**src/rtl/vseq_pkg.sv**
```systemverilog
package vseq_pkg;

    typedef enum logic [1:0] {
        MD_NORMAL = 2'b00,
        MD_FFIRST = 2'b01,
        MD_SAT    = 2'b10,
        MD_PRES   = 2'b11
    } vmode_e;

    typedef enum logic [1:0] {
        ST_IDLE = 2'b00,
        ST_RUN  = 2'b01,
        ST_WAIT = 2'b10
    } seq_st_e;

    // Bit positions inside a 4-bit condition field
    localparam int CRB_LT = 3;
    localparam int CRB_GT = 2;
    localparam int CRB_EQ = 1;
    localparam int CRB_SO = 0;

    function automatic logic cr_pick(input logic [3:0] fld, input logic [1:0] sel);
        logic b;
        case (sel)
            2'b00:   b = fld[CRB_LT];
            2'b01:   b = fld[CRB_GT];
            2'b10:   b = fld[CRB_EQ];
            default: b = fld[CRB_SO];
        endcase
        return b;
    endfunction

endpackage

```
**src/rtl/vseq_pred.sv**
```systemverilog
module vseq_pred
    import vseq_pkg::*;
#(
    parameter int MAXVL = 64,
    parameter int XLEN  = 64,
    parameter int IW    = 6
) (
    input  logic [IW-1:0]      idx,
    input  logic               kind,
    input  logic [2:0]         code,
    input  logic [XLEN-1:0]    r3_val,
    input  logic [XLEN-1:0]    r10_val,
    input  logic [XLEN-1:0]    r30_val,
    input  logic [4*MAXVL-1:0] cr_vec,
    output logic               en
);
    logic [XLEN-1:0] src;
    logic [3:0]      fld;
    logic            int_en;
    logic            cr_en;

    always_comb begin
        case (code[2:1])
            2'b00, 2'b01: src = r3_val;
            2'b10:        src = r10_val;
            default:      src = r30_val;
        endcase
        if (code == 3'b000) begin
            int_en = 1'b1;
        end else if (code == 3'b001) begin
            int_en = (r3_val == XLEN'(idx));
        end else begin
            int_en = src[idx] ^ code[0];
        end
        fld   = cr_vec[4*int'(idx) +: 4];
        cr_en = cr_pick(fld, code[2:1]) ^ code[0];
        en    = kind ? cr_en : int_en;
    end
endmodule

```
**src/rtl/vseq_rtest.sv**
```systemverilog
module vseq_rtest
    import vseq_pkg::*;
(
    input  logic [3:0] res_cr,
    input  logic [1:0] sel,
    input  logic       inv,
    output logic       pass
);
    assign pass = cr_pick(res_cr, sel) ^ inv;
endmodule

```
**src/rtl/vec_elem_seq.sv**
```systemverilog
module vec_elem_seq
    import vseq_pkg::*;
#(
    parameter int MAXVL = 64,
    parameter int XLEN  = 64,
    localparam int IW   = $clog2(MAXVL),
    localparam int VW   = $clog2(MAXVL + 1)
) (
    input  logic               clk,
    input  logic               rst_n,
    input  logic               start,
    input  logic [VW-1:0]      vl_in,
    input  logic [1:0]         subvl_in,
    input  logic               mask_kind,
    input  logic [2:0]         mask_code,
    input  logic               zero_en,
    input  logic [1:0]         mode_sel,
    input  logic               test_inv,
    input  logic [1:0]         test_sel,
    input  logic               rc_en,
    input  logic [XLEN-1:0]    r3_val,
    input  logic [XLEN-1:0]    r10_val,
    input  logic [XLEN-1:0]    r30_val,
    input  logic [4*MAXVL-1:0] cr_vec,
    input  logic               iss_ready,
    input  logic               res_valid,
    input  logic [3:0]         res_cr,
    output logic               busy,
    output logic               iss_valid,
    output logic [IW-1:0]      elem_idx,
    output logic [1:0]         sub_idx,
    output logic               iss_zero,
    output logic               iss_wen,
    output logic               iss_crwen,
    output logic               commit_valid,
    output logic               commit_wen,
    output logic               commit_crwen,
    output logic               done,
    output logic [VW-1:0]      final_vl
);
    typedef struct packed {
        seq_st_e       st;
        logic [IW-1:0] elem;
        logic [1:0]    sub;
        logic [VW-1:0] vl;
        logic [1:0]    subvl;
        logic          kind;
        logic [2:0]    code;
        logic          zen;
        vmode_e        mode;
        logic          inv;
        logic [1:0]    tsel;
        logic          rc;
        logic          done;
        logic [VW-1:0] fvl;
    } seq_t;

    seq_t q, d;

    logic elem_en;
    logic test_pass;
    logic test_mode;
    logic issue_ok;
    logic last_elem;
    logic step;

    vseq_pred #(.MAXVL(MAXVL), .XLEN(XLEN), .IW(IW)) u_pred (
        .idx     (q.elem),
        .kind    (q.kind),
        .code    (q.code),
        .r3_val  (r3_val),
        .r10_val (r10_val),
        .r30_val (r30_val),
        .cr_vec  (cr_vec),
        .en      (elem_en)
    );

    vseq_rtest u_rtest (
        .res_cr (res_cr),
        .sel    (q.tsel),
        .inv    (q.inv),
        .pass   (test_pass)
    );

    always_comb begin
        d         = q;
        d.done    = 1'b0;
        step      = 1'b0;
        test_mode = (q.mode == MD_FFIRST) || (q.mode == MD_PRES);
        issue_ok  = elem_en || q.zen;
        last_elem = (VW'(q.elem) == q.vl - VW'(1));

        iss_valid    = (q.st == ST_RUN) && issue_ok;
        iss_zero     = !elem_en;
        iss_wen      = !elem_en || !test_mode;
        iss_crwen    = elem_en && !test_mode && q.rc;
        commit_valid = (q.st == ST_WAIT) && res_valid;
        commit_wen   = test_pass;
        commit_crwen = q.rc;

        case (q.st)
            ST_IDLE: begin
                if (start) begin
                    d.vl    = (vl_in > VW'(MAXVL)) ? VW'(MAXVL) : vl_in;
                    d.subvl = subvl_in;
                    d.kind  = mask_kind;
                    d.code  = mask_code;
                    d.zen   = zero_en;
                    d.mode  = vmode_e'(mode_sel);
                    d.inv   = test_inv;
                    d.tsel  = test_sel;
                    d.rc    = rc_en;
                    d.elem  = '0;
                    d.sub   = '0;
                    if (vl_in == '0) begin
                        d.done = 1'b1;
                        d.fvl  = '0;
                    end else begin
                        d.st = ST_RUN;
                    end
                end
            end
            ST_RUN: begin
                if (!issue_ok) begin
                    step = 1'b1;
                end else if (iss_ready) begin
                    if (q.sub != q.subvl) begin
                        d.sub = q.sub + 2'd1;
                    end else begin
                        d.sub = '0;
                        if (elem_en && test_mode) begin
                            d.st = ST_WAIT;
                        end else begin
                            step = 1'b1;
                        end
                    end
                end
            end
            ST_WAIT: begin
                if (res_valid) begin
                    if (q.mode == MD_FFIRST && !test_pass) begin
                        d.st   = ST_IDLE;
                        d.done = 1'b1;
                        d.fvl  = VW'(q.elem);
                    end else begin
                        d.st = ST_RUN;
                        step = 1'b1;
                    end
                end
            end
            default: d.st = ST_IDLE;
        endcase

        if (step) begin
            if (last_elem) begin
                d.st   = ST_IDLE;
                d.done = 1'b1;
                d.fvl  = q.vl;
            end else begin
                d.elem = q.elem + IW'(1);
            end
        end
    end

    always_ff @(posedge clk or negedge rst_n) begin
        if (!rst_n) begin
            q      <= '0;
            q.st   <= ST_IDLE;
            q.mode <= MD_NORMAL;
        end else begin
            q <= d;
        end
    end

    assign busy     = (q.st != ST_IDLE);
    assign elem_idx = q.elem;
    assign sub_idx  = q.sub;
    assign done     = q.done;
    assign final_vl = q.fvl;
endmodule

```
**config.mk**
```make
export PLATFORM = sky130hd
export DESIGN_NAME = vec_elem_seq
export DESIGN_NICKNAME = d
export VERILOG_FILES = /design/src/rtl/vseq_pkg.sv /design/src/rtl/vseq_pred.sv /design/src/rtl/vseq_rtest.sv /design/src/rtl/vec_elem_seq.sv
export SDC_FILE = /design/constraint.sdc
export NUM_CORES = 1
export LEC_CHECK = 0
export ABC_AREA = 1
export ABC_CLOCK_PERIOD_IN_PS = 3300
export BUFFER_PORTS_ARGS = -buffer_cell sky130_fd_sc_hd__buf_2
export CAP_MARGIN = 5
export CORE_AREA = 3 3 195 197
export DETAILED_ROUTE_END_ITERATION = 10
export DIE_AREA = 0 0 198 200
export GPL_TIMING_DRIVEN = 0
export PLACE_DENSITY = 0.55
export SLEW_MARGIN = 10
export SYNTH_ARGS = -nofsm -noshare
export SYNTH_HDL_FRONTEND = slang
export SYNTH_SLANG_ARGS = --single-unit
```
**constraint.sdc**
```tcl
create_clock -name clk -period 3.3 [get_ports clk]
set_input_delay 0.495 -clock clk [delete_from_list [all_inputs] [get_ports clk]]
set_output_delay 0.495 -clock clk [all_outputs]
set_load 0.03 [all_outputs]
```
==> reports/qor.csv <==
stage,metric,value,unit
flow_run,Max Cap Viol,0,
setup_path,Worst Path Required,2800,ps
logic_synthesis,"count leader, synth",nand2_1,
drt,DR pass1 iterations,5,
clocking,clk slew on worst S/H paths,60,ps
drt,1st-iter DRT viols,816,
logic_synthesis,register area share after synthesis,0.123,
placed_design,Detail Placement HPWL,45300,um
timing,Worst-Margin Slew,912,ps
timing,period utilization,0.999,
global_routing,pin count of the biggest net entering global routing,39,
logic_synthesis,Post-synth EDFFs,0,
logic_synthesis,Post-Syn Nets,2013,
placed_design,Placed Area,0.0108,mm2
power,Cell Pwr Density,646,mW/mm2
final_layout,final net count,2545,
clocking,clk sinks,38,
floorplanning,row cnt,70,
clocking,root buffer cell,clkbuf_16,
drt,via/cell ratio,4.86,
logic_synthesis,Synth Cell Area,0.00770,mm2
logic_synthesis,"area leader, netlist",nand2_1,
setup_path,flop2flop setup slack,220,ps
setup_path,Crit Reg-Reg Startpoint,elem_idx[0],
final_layout,utilization after layout,0.333,
setup_path,Crit Reg-Reg Endpoint,final_vl[5],
floorplanning,Initial Util,0.211,
timing,# setup viols final,0,
clocking,clock buffer depth,2,
logic_synthesis,top_reg_cell synth,dfrtp_1,
drt,DR WL/cell,21.8,um
drt,total number of vias,12300,
clocking,H-tree level count,2,
power,Static Leak,0.00702,uW
logic_synthesis,asr flop ratio synth,1.00,
final_layout,Area Overhead vs Synth,57.7,%
setup_path,r2r worst-path depth,23,
timing,TNS Setup,0,ps
logic_synthesis,Post-synth top cells,"536 x nand2_1, 239 x inv_1, 199 x nand3_1",
setup_path,Setup crit end kind,output pin,
logic_synthesis,Yosys top cell area share,0.261,
floorplanning,io pins,501,
global_routing,antenna violations before repair,9,
power,VDD IR-drop max,0.622,mV
global_routing,vias in the first global route,11900,
clocking,CTS Buf Count,5,
logic_synthesis,Synth Area per Inst,5.03,um2
timing,slew margin rel.,0.392,
timing,count of final hold-check violations,0,
final_layout,fin area,0.0121,mm2
run_status,status,"complete, no violations",
global_routing,GRT Util Overall,0.262,
logic_synthesis,Unique masters post-synth,38,
clocking,Worst-Skew Late Latency,280,ps
logic_synthesis,register bit count reported by yosys,38,
drt,WL final,55500,um
timing,final number of max-transition violations,0,
timing,setup repair after global routing missed its margin,yes,
logic_synthesis,number of synthesis warnings,0,
setup_path,CP Max Fanout,8,
global_routing,first-pass GRT wire length,76400,um
floorplanning,Core ar.,0.0364,mm2
timing,Post-Route Skew,3.09,ps
timing,fmax,303,MHz
clocking,CTS tree,yes,
drt,number of remaining DRC errors,0,
floorplanning,height of the chip,200,um
logic_synthesis,synth top area cells,"nand2_1 26%, nand3_1 13%, dfrtp_1 12%",
placed_design,routability congestion estimate from global placement,1.02,
floorplanning,Die ar.,0.0396,mm2
global_routing,grt ovf,0,
floorplanning,die width,198,um
setup_path,CP startpoint kind,register,
logic_synthesis,Synth Instances,1530,
timing,Period minus WS final,3300,ps
setup_path,type of the worst setup path,register to output pin,
drt,DRT antenna net count,0,
worst_hold_path,HP Class,primary input to asynchronous set/reset pin,
placed_design,PortBufs,500,
setup_path,worst path arrival time,2800,ps
final_layout,ratio of cells with drive above 1 in the final layout,0.356,
[state kept, by name (all words and copies together), names as in the netlist]
register / cells
commit_crwen: 1
done: 1
elem_idx: 6
final_vl: 7
q: 21
sub_idx: 2
[logic make-up (layout without fill, tap and decap cells)]
kind of cell               Yosys count  after routing  share of synthesized area
AOI/OAI and AO/OA                  129            129                     0.0999
xor gates and xnor gates            19             19                     0.0216
adders and majority gates            6              6                    0.00975
buffers and inverters              348            881                      0.193
DFF                                 38             38                      0.123
other                                0              7                          0
and+or+nand+nor                    990            990                      0.552
[power by group]
group	total, uW	internal, uW	switching (uW)
Combinational	6490	2480	4020
Clock	553	358	195
Sequential	801	639	162
Total	7850	3470	4370
[what timing repair did]
item	CTS	global route
hold buffers	0	0
gates cloned	1	6
pin swaps	10	25
endpoints found under the setup margin	22	17
buffers inserted	12	6
endpoints found under the hold margin	0	0
gates resized for setup	161	103
[per-stage QoR]
step	instances	setup WS [ps]	hold slack [ps]	total power, uW
final	2538	3.72	340	7850
after floorplan	1530	589	199	4150
after detailed placement	2498	-581	493	6220
after global placement	2498	-576	490	6220
after CTS	2519	1.02	374	7300
after global routing	2537	-116	406	8430
[metal layers]
metal | wire (um) | GRT usage | vias to the layer above
li1 | - | - | 5847
met1 | 22700 | 0.328 | 5756
met2 | 27400 | 0.473 | 639
met3 | 3720 | 0.0305 | 88
met4 | 1620 | 0.0771 | 4
met5 | 29 | 0 | -
[area by class of cell]
cell class	count	area, um2
repair buffers	525	2840
well taps	468	586
flip-flops and latches	38	953
plain buffers	102	1050
clock inverters	1	30.0
diodes	7	17.5
multi-input cells	1144	5590
inverters	246	948
fillers	4228	24300
clock buffers	7	133
[layout by cell type, fill, tap and decap left out, drive strengths merged]
| cell type | count |
|---|---|
| a31oi | 2 |
| nand2 | 539 |
| xnor2 | 9 |
| bufinv | 1 |
| or2 | 30 |
| clkbuf | 33 |
| clkinvlp | 1 |
| clkdlybuf4s15 | 1 |
| o221ai | 2 |
| o21ai | 50 |
| o211ai | 20 |
| nor2 | 149 |
| o32a | 1 |
| nand3 | 200 |
| a21oi | 34 |
| nand3b | 14 |
| nor3 | 11 |
| dfrtp | 38 |
| a221oi | 1 |
| o21bai | 1 |
| buf | 600 |
| nand4 | 31 |
| inv | 243 |
| and3 | 1 |
| o22ai | 18 |
| xor2 | 10 |
| ha | 6 |
| nor4 | 15 |
| diode | 7 |
| clkinv | 2 |
[worst max path at each step]
stage	from	endpoint	slack [ps]	depth (start not counted)
CTS	elem_idx[1]	iss_crwen	1	20
finish	elem_idx[0]	iss_crwen	4	19
floorplan	elem_idx[0]	iss_crwen	590	18
detailed placement	elem_idx[1]	iss_crwen	-580	16
global route	elem_idx[0]	iss_crwen	-120	20
global placement	elem_idx[1]	iss_crwen	-580	16
[critical path, stage by stage (launching register included)]
cell and delay, ps:
dfrtp_1 410, buf_8 170, inv_8 100, buf_12 170, clkbuf_16 180, nand2_1 50
nand3_1 60, nand4_1 100, nand3_1 150, nand2_1 120, nand3_4 130, nand2_1 70
nand2_1 60, nand4_1 80, nand2_1 80, nand3_2 110, nand2_4 120, nand2_1 50
nor2_1 90, buf_4 170
(Power assumes the default switching activity.)
